### config.mk
export PLATFORM = sky130hd
export DESIGN_NAME = regfile_uart
export DESIGN_NICKNAME = d
export VERILOG_FILES = /design/src/rtl/regfile_uart.sv
export SDC_FILE = /design/constraint.sdc
export NUM_CORES = 1
export LEC_CHECK = 0
export ABC_AREA = 1
export BUFFER_PORTS_ARGS = -buffer_cell sky130_fd_sc_hd__buf_2
export CORE_MARGIN = 3
export CORE_UTILIZATION = 49
export DETAILED_ROUTE_END_ITERATION = 12
export PLACE_DENSITY = 0.69
export SKIP_LAST_GASP = 1
export SLEW_MARGIN = 30
export SYNTH_ARGS = -nofsm -noshare
export SYNTH_HDL_FRONTEND = slang
export SYNTH_SLANG_ARGS = --single-unit
export TNS_END_PERCENT = 20
### constraint.sdc
create_clock -name clk -period 4.4 [get_ports clk]
set_clock_uncertainty 0.2 [all_clocks]
set_input_delay 0.22 -clock clk [delete_from_list [all_inputs] [get_ports clk]]
set_output_delay 0.22 -clock clk [all_outputs]
set_load 0.1 [all_outputs]
### src/rtl/regfile_uart.sv
module regfile_uart #(
  parameter int ADDR_W    = 5,
  parameter int HOLD_ADDR = 7,
  parameter int DIV       = 7
) (
  input  logic              clk,
  input  logic              rst_n,
  input  logic [ADDR_W-1:0] reg_addr,
  input  logic [7:0]        reg_wdata,
  input  logic              reg_we,
  input  logic              reg_re,
  output logic [7:0]        reg_rdata,
  output logic              txd,
  input  logic              rxd,
  output logic              tx_busy,
  output logic              rx_valid,
  output logic              rx_overrun,
  output logic              rx_frame_err
);
  localparam int DW = (DIV < 1) ? 1 : $clog2(DIV + 1);

  typedef enum logic [1:0] {RX_IDLE, RX_START, RX_DATA, RX_STOP} rx_st_t;

  logic [DW-1:0] div_cnt;
  wire tick = (div_cnt == DW'(DIV));
  wire hit  = (reg_addr == ADDR_W'(HOLD_ADDR));
  wire wr   = reg_we & hit;
  wire rd   = reg_re & hit;

  always_ff @(posedge clk or negedge rst_n)
    if (!rst_n) div_cnt <= '0;
    else        div_cnt <= tick ? '0 : div_cnt + 1'b1;

  logic [7:0] thr;
  logic       thr_full, tx_active;
  logic [9:0] tx_sh;
  logic [3:0] tx_os, tx_cnt;

  always_ff @(posedge clk or negedge rst_n) begin
    if (!rst_n) begin
      thr <= '0; thr_full <= 1'b0; tx_active <= 1'b0;
      tx_sh <= '1; tx_os <= '0; tx_cnt <= '0;
    end else begin
      if (!tx_active && thr_full) begin
        tx_sh     <= {1'b1, thr, 1'b0};
        tx_active <= 1'b1;
        tx_os     <= '0;
        tx_cnt    <= '0;
        thr_full  <= 1'b0;
      end else if (tx_active && tick) begin
        tx_os <= tx_os + 1'b1;
        if (tx_os == 4'd15) begin
          tx_sh  <= {1'b1, tx_sh[9:1]};
          tx_cnt <= tx_cnt + 1'b1;
          if (tx_cnt == 4'd9) tx_active <= 1'b0;
        end
      end
      if (wr) begin
        thr      <= reg_wdata;
        thr_full <= 1'b1;
      end
    end
  end

  assign txd     = tx_active ? tx_sh[0] : 1'b1;
  assign tx_busy = tx_active | thr_full;

  logic       rx_meta, rx_s, rx_prev;
  rx_st_t     rx_st;
  logic [3:0] rx_os;
  logic [2:0] rx_cnt;
  logic [7:0] rx_sh, rx_hold;

  wire rx_mid   = tick && (rx_os == 4'd15);
  wire stop_bad = (rx_st == RX_STOP) && rx_mid && !rx_s;

  always_ff @(posedge clk or negedge rst_n)
    if (!rst_n) {rx_meta, rx_s, rx_prev} <= 3'b111;
    else        {rx_meta, rx_s, rx_prev} <= {rxd, rx_meta, rx_s};

  always_ff @(posedge clk or negedge rst_n) begin
    if (!rst_n) begin
      rx_st <= RX_IDLE; rx_os <= '0; rx_cnt <= '0; rx_sh <= '0; rx_hold <= '0;
      rx_valid <= 1'b0; rx_overrun <= 1'b0; rx_frame_err <= 1'b0;
    end else begin
      if (rd) begin
        rx_valid <= 1'b0; rx_overrun <= 1'b0; rx_frame_err <= 1'b0;
      end
      case (rx_st)
        RX_IDLE:
          if (rx_prev && !rx_s) begin rx_st <= RX_START; rx_os <= '0; end
        RX_START:
          if (tick) begin
            rx_os <= rx_os + 1'b1;
            if (rx_os == 4'd7) begin
              rx_os  <= '0;
              rx_cnt <= '0;
              rx_st  <= rx_s ? RX_IDLE : RX_DATA;
            end
          end
        RX_DATA:
          if (tick) begin
            rx_os <= rx_os + 1'b1;
            if (rx_mid) begin
              rx_sh  <= {rx_s, rx_sh[7:1]};
              rx_cnt <= rx_cnt + 1'b1;
              if (rx_cnt == 3'd7) rx_st <= RX_STOP;
            end
          end
        RX_STOP:
          if (tick) begin
            rx_os <= rx_os + 1'b1;
            if (rx_mid) begin
              rx_st <= RX_IDLE;
              if (rx_s) begin
                rx_hold  <= rx_sh;
                rx_valid <= 1'b1;
                if (rx_valid) rx_overrun <= 1'b1;
              end else begin
                rx_frame_err <= 1'b1;
              end
            end
          end
        default: rx_st <= RX_IDLE;
      endcase
    end
  end

  assign reg_rdata = hit ? rx_hold : 8'h00;

  AST_WR_MAKES_BUSY: assert property (@(posedge clk) disable iff (!rst_n)
    wr |=> tx_busy);
  AST_START_BIT_LOW: assert property (@(posedge clk) disable iff (!rst_n)
    $rose(tx_active) |-> !txd);
  AST_READ_CLEARS: assert property (@(posedge clk) disable iff (!rst_n)
    (rd && !((rx_st == RX_STOP) && rx_mid)) |=> !rx_valid);
  AST_FERR_KEEPS_HOLD: assert property (@(posedge clk) disable iff (!rst_n)
    stop_bad |=> ($stable(rx_hold) && rx_frame_err));
  AST_OVR_NEEDS_VALID: assert property (@(posedge clk) disable iff (!rst_n)
    $rose(rx_overrun) |-> $past(rx_valid));
  AST_FALSE_START: assert property (@(posedge clk) disable iff (!rst_n)
    ((rx_st == RX_START) && tick && (rx_os == 4'd7) && rx_s) |=> (rx_st == RX_IDLE));
endmodule

==> flow_metrics.py <==
metrics = {
    "run_status": {
        "status": "finished, final reports clean",
    },
    "yosys": {
        "syn_area_um2": 2750,
        "seq_area_frac_synth": 0.561,
        "synth_nets": 326,
        "yosysWarnings": 0,
        "ys_ff_latch": 61,
        "synth_edf_count": 0,
        "muxShareOfSynthArea": 0,
        "synth_xor_area_frac": 0.00319,
        "yosysUniqueCellTypes": 32,
        "ys.flop_type": "dfrtp_1",
        "yosys.area_share.simple": 0.212,
        "synth.top_cell.area_share": 0.446,
        "synth_area_leader_cell": "dfrtp_1",
        "async_flop_share": 1.00,
        "synth_top_family_by_area": "simple AND/OR/NAND/NOR gates",
        "syn_area_per_cell_um2": 9.16,
        "synth_area_leaders": "dfrtp_1 45%, dfstp_2 11%, nand2_1 9.1%",
        "synthAdderAreaFrac": 0.0364,
        "synth-compound-area-share": 0.117,
        "netlist_instances": 300,
    },
    "critical_path": {
        "reg2reg_depth": 7,
        "r2r_start": "div_cnt[0]",
        "r2r_end": "tx_sh[1]",
        "worstPathMaxFanout": 11,
        "worstPathArrival_ns": 2.07,
        "cp-end-kind": "flip-flop",
        "required_ns": 4.43,
        "worstSetupStartpoint": "div_cnt[0]",
        "ff2ff_setup_slack_ns": 2.36,
        "cp-start-kind": "flip-flop",
        "worstSetupPathType": "flip-flop to flip-flop",
    },
    "clock_network": {
        "cts_sinks": 61,
        "cts_root_buf": "clkbuf_8",
        "clk_path_buf_depth": 2,
        "cts_tree": "built",
        "clkLatencyLatePin_ns": 0.33,
        "cts_buffers": 9,
        "postCtsSetupBuffers": 0,
        "htreeDepth": 3,
        "clk_pin_slew_ns": 0.06,
    },
    "global_routing": {
        "track_usage": 0.162,
        "overflow": 0,
        "grt_pass1_wl_um": 8010,
        "antenna_found_initial": 0,
        "grt_pass1_vias": 1791,
        "grt_max_degree": 62,
    },
    "min_path": {
        "min-delay-start": "reg_we",
        "min-delay-path-class": "input port to flip-flop",
        "hold_depth": 5,
        "min_to": "thr[6]",
    },
    "finish": {
        "antenna_cells": 0,
        "drive_above_1_share": 0.214,
        "final_nets": 371,
        "layout_commonest_cell": "nand2_1",
        "fin_util": 0.616,
        "final_cell_mix": "67 x nand2_1, 49 x dfrtp_1, 38 x inv_1",
        "syn2layout_area_growth_pct": 18.2,
    },
    "sta": {
        "finalHoldViolCount": 0,
        "fin_hold_ws_ns": 0.144,
        "rsz0062_at_grt": "false",
        "period_needed_ns": 2.04,
        "drv_slew": 0,
        "setup_viol": 0,
        "finalCritPeriodShare": 0.463,
        "fin_tns_setup_ns": 0,
        "tightest_slew_ns": 0.849,
        "slew_headroom": 0.433,
        "clock.fmax_mhz": 491,
    },
    "power_and_ir_drop": {
        "ir_drop_uv": 197,
        "power_leakage_uw": 0.00159,
        "powerDensity_nw_per_um2": 400,
    },
    "detailed_routing": {
        "antenna_left": 0,
        "wl_per_cell_um": 11.1,
        "drt-pass1-iter-count": 4,
        "vias": 2033,
        "wirelength_um": 4650,
        "dr.first_iter.drc_count": 104,
        "drc_errors": 0,
        "vias_per_cell": 4.84,
    },
    "floorplan": {
        "fp-row-count": 26,
        "ioPinCount": 31,
        "die_h_um": 80.9,
        "fp.coreArea_um2": 5270,
        "initial_core_util": 0.522,
        "die_x_um": 80.9,
        "fp.dieArea_um2": 6540,
    },
    "flow_run": {
        "maxCapViolCount": 0,
    },
    "place": {
        "dpl.hpwl_um": 3100,
        "port_buffers": 30,
        "place.gp.congestion": 0.740,
    },
}
[where the power goes]
part,leakage [µW],switching (µW),internal [µW]
logic,0.000736,131,53.9
registers,0.000757,38.2,608
clock network,0.0000970,200,267
[metal layers]
layer,share of wire,wire length (µm),up-vias,track usage
met2,0.43,1980,37,0.236
li1,-,-,1068,-
met5,0,0,-,0
met3,0.043,201,11,0.0366
met1,0.51,2350,917,0.223
met4,0.025,118,0,0.0912
[repair_timing]
| item | CTS | global route |
|---|---|---|
| hold buffers | 11 | 0 |
| resized for setup | 0 | 0 |
| hold endpoints to repair | 61 | 0 |
[Yosys cell counts, drive strengths merged, types with 2 or more instances]
library cell	count
nand3	28
nand2	70
inv	40
buf	6
clkbuf	2
nor2	26
o221ai	2
nand4	4
nor3	3
dfstp	12
o21ai	30
dfrtp	49
o22ai	2
a21oi	8
o211ai	5
ha	8
[logic make-up after synthesis]
kind of cell | Yosys count
AOI/OAI and AO/OA | 51
xor gates and xnor gates | 1
adders and majority gates | 8
buffers and inverters | 48
DFF | 61
and+or+nand+nor | 131
[per-stage QoR]
| stage | cell area (µm²) | cells | setup slack (ns) | power, µW |
|---|---|---|---|---|
| floorplan | 2750 | 300 | 2.05 | 786 |
| global placement | 2950 | 393 | 2.41 | 830 |
| detailed placement | 2950 | 393 | 2.33 | 834 |
| CTS | 3250 | 420 | 2.34 | 1310 |
| global route | 3250 | 420 | 2.19 | 1370 |
| finish | 3250 | 420 | 2.36 | 1300 |
[layout make-up]
cell class	count	area [µm²]
fill	464	2020
sequential	61	1540
timing repair buffer	42	268
tap	70	87.6
multi-input combinational	191	1010
inverter	40	150
clock buffer	16	190
[critical path, cell delays in order, from the launching register on]
cell and delay [ns]:
dfrtp_1 0.37, ha_1 0.20, ha_1 0.24, nand2_1 0.16, inv_2 0.08, nand3_1 0.30, nand2_1 0.19, o221ai_1 0.21
[worst max-delay path by stage]
stage,to,slack [ns]
floorplan,reg_rdata[0],2.05
global placement,tx_sh[1],2.41
detailed placement,tx_sh[1],2.33
CTS,tx_sh[1],2.34
global route,tx_sh[1],2.19
finish,tx_sh[1],2.36
[sequential cells by signal, indices dropped and copies added, names as in the netlist, 3 cells and up, named ones only]
register	flops
rx_cnt	3
rx_sh	8
tx_sh	9
tx_cnt	4
rx_os	4
rx_hold	8
tx_os	4
thr	8
div_cnt	3
Power figures use the tool's default switching activity.
